==> config.mk <==
export PLATFORM = sky130hd
export DESIGN_NAME = spi_regacc
export DESIGN_NICKNAME = d
export VERILOG_FILES = /design/src/rtl/spi_regacc_pkg.sv /design/src/rtl/spi_regacc_sync.sv /design/src/rtl/spi_regacc_addr.sv /design/src/rtl/spi_regacc_rdshift.sv /design/src/rtl/spi_regacc.sv
export SDC_FILE = /design/constraint.sdc
export NUM_CORES = 1
export LEC_CHECK = 0
export BUFFER_PORTS_ARGS = -buffer_cell sky130_fd_sc_hd__clkbuf_2
export CAP_MARGIN = 20
export CORE_ASPECT_RATIO = 1.1
export CORE_MARGIN = 2
export CORE_UTILIZATION = 35
export DETAILED_ROUTE_END_ITERATION = 7
export MAX_ROUTING_LAYER = met4
export PLACE_DENSITY_LB_ADDON = 0.08
export SYNTH_ARGS = -nofsm -noshare
export SYNTH_HDL_FRONTEND = slang
export SYNTH_HIERARCHICAL = 1
export SYNTH_SLANG_ARGS = --single-unit
==> constraint.sdc <==
create_clock -name clk -period 6 [get_ports clk]
set_input_delay 0.3 -clock clk [delete_from_list [all_inputs] [get_ports clk]]
set_output_delay 0.3 -clock clk [all_outputs]
set_load 0.005 [all_outputs]
==> src/rtl/spi_regacc_pkg.sv <==
package spi_regacc_pkg;
    localparam int ADDR_W = 8;
    localparam int DATA_W = 32;
    localparam int CMD_W  = 8;
    localparam int CNT_W  = $clog2(DATA_W);

    typedef enum logic [1:0] {STEP_HOLD, STEP_UP, STEP_DOWN} step_e;

    typedef struct packed {
        logic  valid;
        logic  is_write;
        step_e step;
    } op_t;

    typedef enum logic [2:0] {PH_IDLE, PH_CMD, PH_ADDR, PH_DATA, PH_ABORT} phase_e;

    function automatic op_t decode_op(input logic [CMD_W-1:0] c);
        op_t o;
        case (c)
            8'h03:   o = '{valid: 1'b1, is_write: 1'b0, step: STEP_HOLD};
            8'h07:   o = '{valid: 1'b1, is_write: 1'b0, step: STEP_UP};
            8'h0B:   o = '{valid: 1'b1, is_write: 1'b0, step: STEP_DOWN};
            8'h02:   o = '{valid: 1'b1, is_write: 1'b1, step: STEP_HOLD};
            8'h06:   o = '{valid: 1'b1, is_write: 1'b1, step: STEP_UP};
            8'h0A:   o = '{valid: 1'b1, is_write: 1'b1, step: STEP_DOWN};
            default: o = '{valid: 1'b0, is_write: 1'b0, step: STEP_HOLD};
        endcase
        return o;
    endfunction
endpackage

==> src/rtl/spi_regacc_sync.sv <==
module spi_regacc_sync #(
    parameter int            W       = 1,
    parameter int            STAGES  = 2,
    parameter logic [W-1:0]  RST_VAL = '0
) (
    input  logic         clk,
    input  logic         rst,
    input  logic [W-1:0] d,
    output logic [W-1:0] q
);
    logic [STAGES-1:0][W-1:0] pipe;

    always_ff @(posedge clk) begin
        if (rst) begin
            for (int s = 0; s < STAGES; s++) pipe[s] <= RST_VAL;
        end else begin
            pipe[0] <= d;
            for (int s = 1; s < STAGES; s++) pipe[s] <= pipe[s-1];
        end
    end

    assign q = pipe[STAGES-1];
endmodule

==> src/rtl/spi_regacc_addr.sv <==
module spi_regacc_addr
    import spi_regacc_pkg::*;
#(
    parameter int MAX_ADDR = 63
) (
    input  logic              clk,
    input  logic              rst,
    input  logic              load,
    input  logic [ADDR_W-1:0] load_val,
    input  logic              step_en,
    input  step_e             mode,
    output logic [ADDR_W-1:0] addr
);
    localparam logic [ADDR_W-1:0] TOP = ADDR_W'(MAX_ADDR);

    logic [ADDR_W-1:0] nxt;

    always_comb begin
        case (mode)
            STEP_UP:   nxt = (addr >= TOP) ? '0  : addr + 1'b1;
            STEP_DOWN: nxt = (addr == '0)  ? TOP : addr - 1'b1;
            default:   nxt = addr;
        endcase
    end

    always_ff @(posedge clk) begin
        if (rst)          addr <= '0;
        else if (load)    addr <= load_val;
        else if (step_en) addr <= nxt;
    end


    up_wrap_chk: assert property (@(posedge clk) disable iff (rst)
        (step_en && !load && mode == STEP_UP && addr == TOP) |=> (addr == '0));

    down_wrap_chk: assert property (@(posedge clk) disable iff (rst)
        (step_en && !load && mode == STEP_DOWN && addr == '0) |=> (addr == TOP));

    hold_addr_chk: assert property (@(posedge clk) disable iff (rst)
        (step_en && !load && mode == STEP_HOLD) |=> $stable(addr));
endmodule

==> src/rtl/spi_regacc_rdshift.sv <==
module spi_regacc_rdshift
    import spi_regacc_pkg::*;
(
    input  logic              clk,
    input  logic              rst,
    input  logic              capture,
    input  logic [DATA_W-1:0] cap_data,
    input  logic              shift_en,
    input  logic              clear,
    output logic              miso,
    output logic              oe
);
    logic [DATA_W-1:0] snap;

    always_ff @(posedge clk) begin
        if (rst) begin
            snap <= '0;
            miso <= 1'b0;
            oe   <= 1'b0;
        end else begin
            if (capture)       snap <= cap_data;
            else if (shift_en) snap <= {snap[DATA_W-2:0], 1'b0};
            if (clear) begin
                oe <= 1'b0;
            end else if (shift_en) begin
                miso <= snap[DATA_W-1];
                oe   <= 1'b1;
            end
        end
    end


    oe_release_chk: assert property (@(posedge clk) disable iff (rst)
        clear |=> !oe);

    oe_drive_chk: assert property (@(posedge clk) disable iff (rst)
        (shift_en && !clear) |=> oe);
endmodule

==> src/rtl/spi_regacc.sv <==
module spi_regacc
    import spi_regacc_pkg::*;
#(
    parameter int MAX_ADDR    = 63,
    parameter int SYNC_STAGES = 2
) (
    input  logic              clk,
    input  logic              rst,
    input  logic              spi_sck,
    input  logic              spi_cs_n,
    input  logic              spi_mosi,
    output logic              spi_miso,
    output logic              spi_miso_oe,
    output logic [ADDR_W-1:0] reg_addr,
    input  logic [DATA_W-1:0] reg_rdata,
    output logic [DATA_W-1:0] reg_wdata,
    output logic              reg_wr,
    output logic              reg_rd_done
);
    localparam logic [ADDR_W-1:0] MAX_A     = ADDR_W'(MAX_ADDR);
    localparam logic [CNT_W-1:0]  LAST_BYTE = CNT_W'(CMD_W - 1);
    localparam logic [CNT_W-1:0]  LAST_WORD = CNT_W'(DATA_W - 1);

    logic              cs_s, sck_s, mosi_s, sck_d;
    logic              sck_rise, sck_fall;
    phase_e            phase;
    logic [CNT_W-1:0]  cnt;
    logic [CMD_W-1:0]  sh;
    logic [CMD_W-1:0]  byte_in;
    op_t               op;
    logic [DATA_W-1:0] wsh;
    logic              adv, load;
    logic              a_load, in_range, shift_en;

    spi_regacc_sync #(.W(3), .STAGES(SYNC_STAGES), .RST_VAL(3'b100)) u_sync (
        .clk (clk),
        .rst (rst),
        .d   ({spi_cs_n, spi_sck, spi_mosi}),
        .q   ({cs_s, sck_s, mosi_s})
    );

    assign sck_rise = sck_s & ~sck_d;
    assign sck_fall = ~sck_s & sck_d;
    assign byte_in  = {sh[CMD_W-2:0], mosi_s};
    assign in_range = (reg_addr <= MAX_A);
    assign a_load   = !cs_s && phase == PH_ADDR && sck_rise && cnt == LAST_BYTE;
    assign shift_en = !cs_s && phase == PH_DATA && !op.is_write && sck_fall;

    spi_regacc_addr #(.MAX_ADDR(MAX_ADDR)) u_addr (
        .clk      (clk),
        .rst      (rst),
        .load     (a_load),
        .load_val (byte_in),
        .step_en  (adv),
        .mode     (op.step),
        .addr     (reg_addr)
    );

    spi_regacc_rdshift u_rd (
        .clk      (clk),
        .rst      (rst),
        .capture  (load),
        .cap_data (in_range ? reg_rdata : '0),
        .shift_en (shift_en),
        .clear    (cs_s),
        .miso     (spi_miso),
        .oe       (spi_miso_oe)
    );

    always_ff @(posedge clk) begin
        if (rst) begin
            sck_d       <= 1'b0;
            phase       <= PH_IDLE;
            cnt         <= '0;
            sh          <= '0;
            op          <= '{valid: 1'b0, is_write: 1'b0, step: STEP_HOLD};
            wsh         <= '0;
            reg_wdata   <= '0;
            reg_wr      <= 1'b0;
            reg_rd_done <= 1'b0;
            adv         <= 1'b0;
            load        <= 1'b0;
        end else begin
            sck_d       <= sck_s;
            reg_wr      <= 1'b0;
            reg_rd_done <= 1'b0;
            adv         <= 1'b0;
            load        <= adv && !op.is_write;
            if (cs_s) begin
                phase <= PH_IDLE;
            end else begin
                case (phase)
                    PH_IDLE: begin
                        phase <= PH_CMD;
                        cnt   <= '0;
                    end
                    PH_CMD: if (sck_rise) begin
                        sh  <= byte_in;
                        cnt <= cnt + 1'b1;
                        if (cnt == LAST_BYTE) begin
                            op    <= decode_op(byte_in);
                            phase <= decode_op(byte_in).valid ? PH_ADDR : PH_ABORT;
                            cnt   <= '0;
                        end
                    end
                    PH_ADDR: if (sck_rise) begin
                        sh  <= byte_in;
                        cnt <= cnt + 1'b1;
                        if (cnt == LAST_BYTE) begin
                            phase <= PH_DATA;
                            cnt   <= '0;
                            load  <= !op.is_write;
                        end
                    end
                    PH_DATA: if (sck_rise) begin
                        cnt <= cnt + 1'b1;
                        wsh <= {wsh[DATA_W-2:0], mosi_s};
                        if (cnt == LAST_WORD) begin
                            adv <= 1'b1;
                            if (op.is_write) begin
                                reg_wdata <= {wsh[DATA_W-2:0], mosi_s};
                                reg_wr    <= in_range;
                            end else begin
                                reg_rd_done <= in_range;
                            end
                        end
                    end
                    default: phase <= PH_ABORT;
                endcase
            end
        end
    end


    one_strobe_chk: assert property (@(posedge clk) disable iff (rst)
        !(reg_wr && reg_rd_done));

    strobe_range_chk: assert property (@(posedge clk) disable iff (rst)
        (reg_wr || reg_rd_done) |-> (reg_addr <= MAX_A));

    abort_quiet_chk: assert property (@(posedge clk) disable iff (rst)
        (phase == PH_ABORT) |-> (!reg_wr && !reg_rd_done && !spi_miso_oe));
endmodule

==> results, run 1 <==
- The run finished with clean final reports.
- STA classifies the critical path startpoint as a flop.
- The signal on the critical path passes through ha_1 -> and3_2 -> ha_1 -> nand4_1 -> buf_4 -> nand2_1 -> a21oi_1.
- For this run, global-route usage on met2 was measured as 24.83%.
- Of the synthesized area, sequential elements account for between 40% and 50%.
- Summing all non-filler instances in the final layout gives an area of 7052 um^2.
- Setup repair after global routing left no endpoint under its margin.
- The leftover overflow at the end of global routing is 0.
- For this configuration, the core starts out at a cell density of between 30% and 40%.
- In the synthesized netlist, the number of instances is slightly below 700.
- The source of the worst hold timing path is spi_cs_n.
- Measured along the y axis, the die boundary spans between 100 and 150 um.
- The detailed-route via count is between 4000 and 5000.
- The fraction of met3 tracks used by global routing is between 4 and 5%.
- The number of hold buffers added after CTS was 0.
- The number of hold violations in the final report is 0.
- For this run, design rule violations remaining after detail routing come to 0.
- The synthesized netlist contains 70 unique library cells.
- Summing all flip-flop and latch instances after layout gives about 2700 um^2.
- The die covers roughly 18000 um^2.
- The highest fanout seen on the critical path is 19.
- Counting instances in the post-synthesis netlist gives the leading cell types as nand2_1, dfxtp_1, a21oi_1, nor2_1, mux2i_1.
- The area growth from synthesis to layout is 15.66%.
- In the final layout, the multi-input gates occupy ~3100 um^2.
- In this run the tightest slew margin relative to its limit is between 30 and 40%.
- Counting every sink on the clock net gives between 100 and 150.
- The number of cell instances on the worst register-to-register path is 7.
- The worst endpoint data arrival time is about 2.6 ns.
- The first-iteration detailed-routing DRC count is roughly 210.
- The global-route usage over all layers is 15.94%.
- The most utilized layer in the global route result is met2.
- After filler insertion, the fill cell instance count of the layout stands at 1758.
- The first TritonRoute pass finished after 4 iterations.
- Routability-driven placement finished with a final weighted congestion of 0.8273.
- The die span in x is 129.8 um.
- After synthesis, the share of flip-flops with an asynchronous set or reset is 0%.
- After the last flow step, the layout net total stands at 777.
- The post-DP HPWL is 8.778 mm.
- The worst path in the final design needs a cycle of between 2 and 2.5 ns, including I/O delays and setup.
- In this run the worst setup path begins at cnt[0].
- The placed standard-cell area is 6538 um^2.
- The number of enable-type register cells in the synthesized netlist is 0.
- The worst register-to-register path begins at cnt[0].
- The worst hold path depth is 2.
- Setup violations remaining at the end of the flow were counted as 0.
- Clock-pin slew was measured on the worst setup and hold paths at around 0.060 ns.
- During I/O placement, the number of pins put on the boundary was between 80 and 90.
- The endpoint type of the worst setup path is a flop.
- The post-synthesis cell type with the largest combined area is dfxtp_1.
- The clock root buffer is clkbuf_16.
- The met1 layer usage reported by global route is 20.22%.
- The top flip-flop cell by instance count after synthesis is dfxtp_1.
- The area of the core region is between 15000 and 20000 um^2.
- The total setup buffers inserted after CTS is 0.
- Wires add up to 13.69 mm.
- Clock tree synthesis inserted a total of 17 buffers.
- The count of buffers inserted at the top-level ports is 80.
- By instance count, the cell type seen most on the critical path is ha_1.
- The pin count of the biggest net entering global routing is a little over 70.
- After detailed routing, the average wire length per cell comes to around 14 um.
- The leading cell type by number of instances after synthesis is nand2_1.
- For the worst-skew pair, the clock arrives at the later sink with an insertion delay of approximately 0.42 ns.
- The post-route netlist has about 22% of its cells at a drive strength greater than 1.
- The area of the mapped netlist is a little over 6000 um^2.
- A synthesized cell averages around 9 um^2.
- The tool flagged a number of max-cap violations equal to 0.
- The required time at the worst-slack endpoint is between 6 and 7 ns.
- The number of antenna diodes in the final layout is 0.
- The critical path runs through a total of 7 cells.
- After clock tree synthesis, the repair step resized 0 gates.
- IR analysis of the VDD net gives a maximum drop of around 0.00019 V.
- The class of the most critical setup path is reg -> reg.
- The maximum clock skew at final layout is ~0.0091 ns.
- In the finished design, the share of the clock period the worst path needs comes to about two fifths.
- The area share of the largest cell type after synthesis is 44.00%.
- The number of buffers on the longest clock path is 2.
- In this run the worst hold path is classified as in -> reg.
- The yosys synthesis warning count is 6.
- Based on the critical path, the design can be clocked at up to roughly 0.44 GHz.
- The synthesized net count is ~720.
- The buffer and inverter count on the worst path is 1.
- Power spread over the standard cell area amounts to around 260 nW/um^2.
- The post-detailed-route count of antenna-violating nets is 0.
- The accumulated negative setup slack is 0 ns.
- Using the TritonRoute via totals, the vias-per-cell ratio works out to a little under 5.
- The cell with the largest stage delay on the worst path is nand4_1.
- The delay contributed by the slowest stage of the critical path is between 0.5 and 0.6 ns.
- The first-pass GRT wire length is between 20 and 25 mm.
- The number of antenna violations at the first check in global routing is 0.
- In the post-synthesis netlist, the biggest area contributors are dfxtp_1, nand2_1, mux2i_1, mux2_4, a21oi_1.
- The TritonCTS clock tree is built.
- The number of levels in the clock H-tree is 4.
- The kind of cell adding the most delay to the critical path is simple AND/OR/NAND/NOR gates.
- The number of slew-limit violations in the final report came to 0.
- The via count of the first global-routing pass came to around 4600.
- At the pin with the least slew margin, the transition time is 0.9991 ns.
- The reg2reg setup slack is about 3.7 ns.
- The cell row count is 50.
- The total of flip-flops plus latches after synthesis is 134.
- Summed over all cells, the static leakage comes to between 2 and 3 nW.
[per-stage QoR]
stage	hold WS (ns)	cells	total power, mW	setup slack, ns	utilization, %
2_1_floorplan	0.3716	677	0.9418	4.049	-
3_3_place_gp	0.4048	950	0.9574	3.735	38.42
3_5_place_dp	0.4050	950	0.9581	3.639	38.42
4_1_cts	0.08192	980	1.858	3.619	41.35
5_1_grt	0.08683	981	1.908	3.480	41.44
6_report	0.09365	981	1.831	3.713	41.44
[cell type report]
type                            instances  area share (%)
Multi-Input combinational cell        488           43.67
Timing Repair Buffer                   88           6.671
Clock inverter                          9          0.8339
Tap cell                              234           4.152
Clock buffer                           21           6.246
Sequential cell                       134           38.06
Inverter                                7          0.3726
[registers in the layout (all words and copies together), names as in the netlist, 5 cells and up]
register and count:
sh 7, wsh 31, u_addr/addr 8, u_rd/snap 32, reg_wdata 32, cnt 5
[per-layer routing]
| metal | vias to the layer above | share of wire, % |
|---|---|---|
| li1 | 2420 | - |
| met1 | 2251 | 48 |
| met2 | 71 | 47 |
| met3 | 10 | 3.1 |
| met4 | 0 | 1.2 |
| met5 | - | 0 |
[power breakdown]
group          internal [mW]  switching (mW)
combinational         0.0181          0.0243
clock                  0.519           0.374
sequential             0.893         0.00270
[layout by cell type (no fill, tap or decap), types with 4 or more instances in the layout]
cell type,count
and2_1,36
dfxtp_1,133
a31oi_1,6
mux2i_1,41
ha_1,4
nor2_1,57
nor2b_1,7
nand3_1,7
clkbuf_1,4
nor3_1,4
clkinv_2,4
nand2_1,139
xor2_1,5
clkinvlp_4,4
inv_1,7
mux2_2,5
a21oi_1,74
clkbuf_2,79
clkbuf_16,17
nor4_1,6
o21ai_0,6
o21a_1,5
buf_4,8
mux2_4,27
[path summary, 6_finish.rpt]
path                                  endpoint
worst max-delay path              reg_wdata[5]
worst min-delay path            u_sync/pipe[2]
worst max register to register    reg_wdata[5]
worst min register to register     u_sync/q[2]
[cell families (layout without fill, tap and decap cells)]
| family | after synthesis | in the layout | synth area share (%) |
|---|---|---|---|
| xor gates and xnor gates | 6 | 6 | 0.8619 |
| and+or+nand+nor | 291 | 291 | 23.15 |
| buffers and inverters | 55 | 125 | 5.623 |
| adders and majority gates | 4 | 4 | 0.8209 |
| AOI/OAI and AO/OA | 114 | 114 | 11.25 |
| DFF | 134 | 134 | 44.00 |
| muxes | 73 | 73 | 14.30 |
(Power assumes the default switching activity.)
==> run 2: changes to the inputs <==
==> constraint.sdc (replaced) <==
create_clock -name clk -period 2.2 [get_ports clk]
set_input_delay 0.11 -clock clk [delete_from_list [all_inputs] [get_ports clk]]
set_output_delay 0.11 -clock clk [all_outputs]
set_load 0.005 [all_outputs]
==> run 2 against run 1 <==
Compared with the run above: cell count up 1.5%; non-clock buffer count rose by 14; sequential share of layout area fell by 1.3 points; worst hold slack got worse by 0.054 ns; power rose to 3.0 times the previous value; die area is the same; first-iteration DRC count up 18%; flip-flop and latch count unchanged; clock skew shrank 0.0013 ns; sequential power increased to 2.7 times the previous value; critical path type unchanged; largest cell class unchanged; largest power group is now the clock network.
==> results, run 2 (synthesis results as in run 1) <==
- The global-route usage over all layers is between 15 and 20%.
- The die span in x is ~130 um.
- Walking the worst path, the cells encountered are ha_1 -> and4bb_4 -> nand2_1 -> nor3_1 -> inv_2 -> nand3_1 -> a31oi_1 -> a221oi_1.
- The first global-routing pass estimated approximately 23 mm of wire.
- The total wire length after detailed routing is approximately 14 mm.
- In this run the number of cells on the critical path is 8.
- Once the floorplan was initialized, standard cells occupied a little over a third of the core.
- The endpoint type of the worst setup path is a flop.
- Setup repair after global routing left no endpoint under its margin.
- The beginning of the worst register-to-register path is cnt[0].
- The number of fill cells is approximately 1800.
- In this run the post-CTS setup repair buffer count came out at 0.
- The die covers 18490 um^2.
- The required time at the worst-slack endpoint is 2.52 ns.
- The run finished with clean final reports.
- The number of antenna violations at the first check in global routing is 0.
- The post-detailed-route count of antenna-violating nets is 0.
- Summing all non-filler instances in the final layout gives an area of approximately 7300 um^2.
- The number of slew-limit violations in the final report is 0.
- The congestion estimate from routability-driven global placement came to 0.8087.
- Cells with a size suffix above 1 make up between 20% and 30% of the layout.
- Summed over all cells, the static leakage comes to 2.753 nW.
- The repair_antennas step left the layout with diodes totalling 0.
- The floorplan has 50 rows.
- The library cells used most frequently in the layout, excluding fill and tap cells, are nand2_1, dfxtp_1, clkbuf_2.
- For the final database, setup skew stands at around 0.0077 ns.
- The clock insertion delay at the later pin of the skew report is 0.41 ns.
- The path class of the tightest hold or removal check is in -> reg.
- On the critical path, the stage with the largest delay is an instance of dfxtp_1.
- In the final layout, the registers with the most flip-flops are reg_wdata x32, u_rd/snap x32, wsh x31.
- The clock sink count is 134.
- The number of hold violations in the final report is 0.
- The most critical setup path has its startpoint at cnt[0].
- The worst endpoint data arrival time is roughly 2.3 ns.
- The routed layout has a little under 5000 vias.
- VDD sags by at most 0.0004833 V.
- In this run, CTS created clock tree buffers numbering 17.
- The setup path with the least slack is of type reg -> reg.
- The first-pass detailed-route iteration total is 5.
- The first-iteration detailed-routing DRC count is roughly 250.
- On the critical path the largest part of the delay comes from simple AND/OR/NAND/NOR gates.
- The routed design could run at a clock period as short as 1.968 ns.
- For the pin with the worst max-slew slack, the measured transition is approximately 0.68 ns.
- The buffer and inverter count on the worst path is 1.
- The clock-pin slew on the worst setup and hold paths is about 0.06 ns.
- From bottom edge to top edge, the die measures about 140 um.
- Timing would allow up to just over 0.5 GHz.
- In the routed design, unresolved DRC markers number 0.
- The accumulated negative setup slack is 0 ns.
- Once placement finished, the instance area stood at 6665 um^2.
- The critical path capture point is u_addr/addr[5].
- The endpoint of the worst register-to-register path is u_addr/addr[5].
- In the finished design, the share of the clock period the worst path needs comes to between 80% and 90%.
- On the worst path, the slowest cell contributes a delay of 0.35 ns.
- Of all nets on the critical path, the largest fanout is 8.
- The leftover overflow at the end of global routing is 0.
- The via count of the first global-routing pass is about 4600.
- Relative to the synthesized area, the layout overhead comes to 19.72%.
- The max-capacitance violation count is 0.
- The worst setup path is launched from a flop.
- Counting cells, the worst reg-to-reg path comes to 8.
- The number of buffers on the longest clock path is 2.
- Setup violations remaining at the end of the flow were counted as 0.
- Headroom to the max-slew limit came out at a little over half.
- Entering global routing, the biggest net connects between 60 and 70 pins.
- The worst hold path depth is 4.
- The area of the core region is between 15000 and 20000 um^2.
- The tree is rooted in a clkbuf_16.
- The routed wire length per instance is about 14 um.
- The count of buffers added on input and output ports is 80.
- The reg2reg setup slack is 0.23 ns.
- The post-layout net count is 791.
- TritonCTS built the clock tree.
- The number of I/O pins is between 80 and 90.
- The via-per-instance ratio is ~5.
- The power density normalized to cell area is 744.2 nW/um^2.
- The leading cell type in the layout, fill and taps excluded is nand2_1.
- The clock tree synthesis step divided the H-tree into 4 levels.
- After legalization and detailed placement, the total HPWL measured between 9 and 10 mm.
## run 2: cell count changes in the layout (fill, tap and decap cells not counted), sizes merged
cell	delta
clkbuf	+3
buf	+11
clkinv	-3
clkinvlp	-1
bufinv	+2
dlygate4sd3	+3
## run 2: layout make-up
class	count	area (um^2)	share of cell area [%]
inverter	7	26.28	0.3600
clock inverter	7	92.59	1.268
clock buffer	24	511.7	7.011
multi-input combinational	488	3079	42.18
timing repair buffer	102	613.1	8.399
sequential	134	2684	36.77
tap	234	292.8	4.011
## run 2: through the flow
stage	std cells	setup slack (ns)	total power [mW]	hold slack [ns]	utilization [%]
after global placement	962	0.1843	2.617	0.3234	39.17
after global routing	996	0.001638	5.626	0.03264	42.90
after detailed placement	962	0.1827	2.617	0.2912	39.17
after CTS	996	0.1745	5.533	0.01815	42.90
final	996	0.2316	5.432	0.03961	42.90
after floorplan	677	0.2493	2.568	0.1816	-
## run 2: per-layer routing
metal  wire length [um]  up-vias  GRT usage, %  share of wire (%)
li1                   -     2441             -                  -
met1               6848     2292         20.44                 49
met2               6513       97         24.61                 46
met3                465       19         3.910                3.3
met4                223        0         5.772                1.6
met5                  0        -             -                  0
## run 2: worst reg2reg max path, stage by stage (launching register included)
cell and delay (ns):
dfxtp_1 0.35, ha_1 0.21, and4bb_4 0.30, nand2_1 0.08
nor3_1 0.27, inv_2 0.15, nand3_1 0.17, a31oi_1 0.10
a221oi_1 0.25
## run 2: how the worst min path moves through the flow
| stage | startpoint | to | slack, ns |
|---|---|---|---|
| after global placement | spi_cs_n | u_sync/pipe[2] | 0.32 |
| after floorplan | rst | u_sync/pipe[0] | 0.18 |
| after detailed placement | spi_cs_n | u_sync/pipe[2] | 0.29 |
| final | reg_rdata[12] | u_rd/snap[12] | 0.04 |
| after global routing | reg_rdata[16] | u_rd/snap[16] | 0.03 |
| after CTS | reg_rdata[12] | u_rd/snap[12] | 0.02 |
## run 2: repair_timing
| action | CTS | global route |
|---|---|---|
| hold endpoints to repair | 3 | 0 |
| setup endpoints to repair | 0 | 1 |
| hold buffers | 3 | 0 |
| gates resized for setup | 0 | 1 |
## run 2: power breakdown
group	switching, mW	internal, mW
clock network	1.03	1.84
logic	0.0691	0.0571
registers	0.00579	2.43
==> run 3: changes to the inputs <==
--- a/config.mk
+++ b/config.mk
@@ -7,6 +7,8 @@
 export LEC_CHECK = 0
 export BUFFER_PORTS_ARGS = -buffer_cell sky130_fd_sc_hd__clkbuf_2
 export CAP_MARGIN = 20
+export CELL_PAD_IN_SITES_DETAIL_PLACEMENT = 1
+export CELL_PAD_IN_SITES_GLOBAL_PLACEMENT = 2
 export CORE_ASPECT_RATIO = 1.1
 export CORE_MARGIN = 2
 export CORE_UTILIZATION = 35
==> run 3 against run 2 <==
Compared with the run above: first-iteration DRC count shrank 19%; power shrank 3.8%; flip-flop and latch count is the same; largest cell class unchanged; die area is the same; register-to-register slack lost 0.05 ns; clock-buffer cell count grew 2; utilization shrank 0.23 points; cell count shrank 0.50%; via count grew 0.99%; critical endpoint is now u_addr/addr[4]; cell area shrank 0.53%; largest power group unchanged; setup slack lost 0.048 ns.
==> results, run 3 (synthesis results as in run 1) <==
- Tracing the worst setup path back leads to its startpoint at u_addr/addr[0].
- Traced cell by cell, the critical path runs through inv_1 -> ha_1 -> and3b_1 -> nor3b_1 -> o2111a_1 -> a2111oi_2.
- The cell row count is 50.
- The starting density of the core is between 30% and 40%.
- The routed wire length per instance is ~15 um.
- The worst setup path is of the reg -> reg kind.
- Global routing used ~17% of the available tracks.
- The startpoint identified for the worst register-to-register timing path is u_addr/addr[0].
- The largest registers in the layout are reg_wdata x32, u_rd/snap x32, wsh x31.
- The met2 demand-to-capacity share in global routing is between 20 and 30%.
- The kind of start point of the critical path is a flop.
- The leakage power is around 2.7 nW.
- The worst hold path depth is 4.
- The number of antenna violations at the first check in global routing is 0.
- The final weighted congestion of routability-driven global placement is slightly above 0.8.
- The wire-length estimate of the detail-placed layout is 9.802 mm.
- The fraction of met3 tracks used by global routing is 3.684%.
- The area growth from synthesis to layout is 19.08%.
- In this run, the number of DRC markers left after iteration 0 of detailed routing was 200.
- Of the available clock period, the critical path in the final layout requires 91.67%.
- Total power for the finished layout comes to ~5.2 mW.
- The vertical die dimension is between 100 and 150 um.
- The number of slew-limit violations in the final report is 0.
- In the final layout, the multi-input gates occupy between 3000 and 4000 um^2.
- The met1 layer usage reported by global route is 20.38%.
- The via count of the first global-routing pass is between 5000 and 6000.
- The delay contributed by the slowest stage of the critical path is roughly 0.52 ns.
- The critical path runs through a total of 6 cells.
- The number of buffers on the longest clock path is 2.
- The tool flagged a number of max-cap violations equal to 0.
- For this run the aggregate overflow at the end of global routing stands at 0.
- The pin slew with the least headroom to its limit is between 0.6 and 0.7 ns.
- The highest fanout seen on the critical path is 9.
- TritonCTS created 17 clock buffers.
- The number of I/O pins is 81.
- The detailed-route via count is slightly below 5000.
- The run finished with clean final reports.
- Port buffering added 80 buffers.
- The clock-pin slew on the worst setup and hold paths is approximately 0.05 ns.
- The class of the worst hold path is in -> reg.
- The clock root buffer is clkbuf_16.
- Once the clock tree was built, the setup fixing pass inserted 0 buffers.
- The clock insertion delay at the later pin of the skew report is between 0.4 and 0.5 ns.
- For this design the ratio of total power to cell area is between 700 and 800 nW/um^2.
- The worst path in the final design needs a cycle of roughly 2.0 ns, including I/O delays and setup.
- The net switching power is roughly 1.0 mW.
- Entering global routing, the biggest net connects 60 pins.
- On the final layout, the worst clock skew is 0.005754 ns.
- In the final layout, flip-flops and latches occupy roughly 2700 um^2.
- Sequential cells burn about 47% of the power.
- After global routing, the most crowded layer is met2.
- Setup repair after global routing left no endpoint under its margin.
- Following the worst setup path forward leads to its endpoint at u_addr/addr[4].
- The number of levels in the clock H-tree is 4.
- Using the TritonRoute via totals, the vias-per-cell ratio works out to 4.941.
- With fillers left out, the area of the finished cells amounts to between 7000 and 8000 um^2.
- The first TritonRoute pass finished after 4 iterations.
- Net switching is between 20% and 30% of the power.
- The endpoint type of the worst setup path is a flop.
- On the critical path the largest part of the delay comes from compound AO/OA/AOI/OAI gates.
- In this run, the clock network consumes about half of the power.
- The reg2reg setup slack is about 0.18 ns.
- The post-layout net count is approximately 790.
- The slowest stage of the critical path belongs to the cell dfxtp_1.
- The number of hold violations in the final report came to 0.
- The die area is between 15000 and 20000 um^2.
- The library cell used most frequently in the layout, excluding fill and tap cells, is nand2_1.
- The top cell types in the final layout, fill and taps aside, are nand2_1, dfxtp_1, clkbuf_2.
- The internal power is about 4.2 mW.
- STA puts the critical path data required time at ~2.5 ns.
- The die is between 100 and 150 um wide.
- Of the total power, combinational logic draws 2.5%.
- The total wire length after detailed routing is about 15 mm.
- The relative slew slack is 55.87%.
- The clock sink count is between 100 and 150.
- The number of antenna diodes in the final layout is 0.
- After detailed routing, the number of remaining DRC violations is 0.
- Derived from the worst setup path, the maximum achievable clock frequency is slightly below 0.5 GHz.
- The accumulated negative setup slack is 0 ns.
- Measured in cells, the most critical reg-to-reg path has a length of 6.
- The first-pass GRT wire length is around 24 mm.
- The endpoint identified for the worst register-to-register timing path is u_addr/addr[4].
- The final setup violation count is 0.
- The post-detailed-route count of antenna-violating nets is 0.
- The worst voltage drop across the vdd grid is about 0.00051 V.
- The buffer and inverter count on the worst path is 1.
- Fill cells in the final layout number between 1500 and 2000.
- The worst endpoint data arrival time is 2.33 ns.
- The placed standard-cell area is between 6000 and 7000 um^2.
- The ratio of cells with drive above 1 in the final layout is 23.12%.
- TritonCTS built the clock tree.
- After floorplanning, the core was sized to cover ~17000 um^2.
## run 3: how the worst min path moves through the flow
stage                              from              to  slack, ns
after global placement         spi_cs_n  u_sync/pipe[2]       0.30
after floorplan                     rst  u_sync/pipe[0]       0.18
after detailed placement       spi_cs_n  u_sync/pipe[2]       0.29
after global routing       reg_rdata[0]    u_rd/snap[0]       0.04
after CTS                  reg_rdata[0]    u_rd/snap[0]       0.03
final                     reg_rdata[12]   u_rd/snap[12]       0.04
## run 3: repair_timing
item,CTS,global route
hold endpoints to repair,3,0
hold buffers,3,0
endpoints found under the setup margin,0,2
resized for setup,0,2
## run 3: routing by layer
layer | vias to the layer above | wire length (um) | part of all wire, %
met5 | - | 0 | 0
li1 | 2430 | - | -
met2 | 75 | 7093 | 48
met3 | 18 | 452 | 3.1
met1 | 2374 | 6933 | 47
met4 | 0 | 247 | 1.7
## run 3: area by class of cell
type	count	area share, %
Clock buffer	26	7.014
Tap cell	234	4.032
Sequential cell	134	36.96
Timing Repair Buffer	99	8.530
Multi-Input combinational cell	488	42.51
Inverter	7	0.3619
Clock inverter	3	0.5859
## run 3: through the flow
stage | util (%) | setup slack [ns] | cells | hold WS [ns]
final | 42.67 | 0.1833 | 991 | 0.03969
after global routing | 42.67 | 0.02386 | 991 | 0.04125
after CTS | 42.57 | 0.1096 | 990 | 0.02780
after detailed placement | 39.15 | 0.1298 | 958 | 0.2940
after global placement | 39.15 | 0.1755 | 958 | 0.3005
after floorplan | - | 0.2493 | 677 | 0.1816
## run 3: power groups by stage
| stage | logic (mW) | clock network (mW) | registers, mW |
|---|---|---|---|
| 3_3_place_gp | 0.126 | 0 | 2.49 |
| 4_1_cts | 0.135 | 2.75 | 2.44 |
| 2_1_floorplan | 0.0794 | 0 | 2.49 |
| 3_5_place_dp | 0.129 | 0 | 2.49 |
| 5_1_grt | 0.146 | 2.86 | 2.44 |
| 6_report | 0.131 | 2.66 | 2.44 |
## run 3: tightest hold or removal path, stage by stage
cell and delay [ns]:
clkbuf_2 0.07, and2_1 0.10, mux2i_1 0.06, nor2_1 0.07
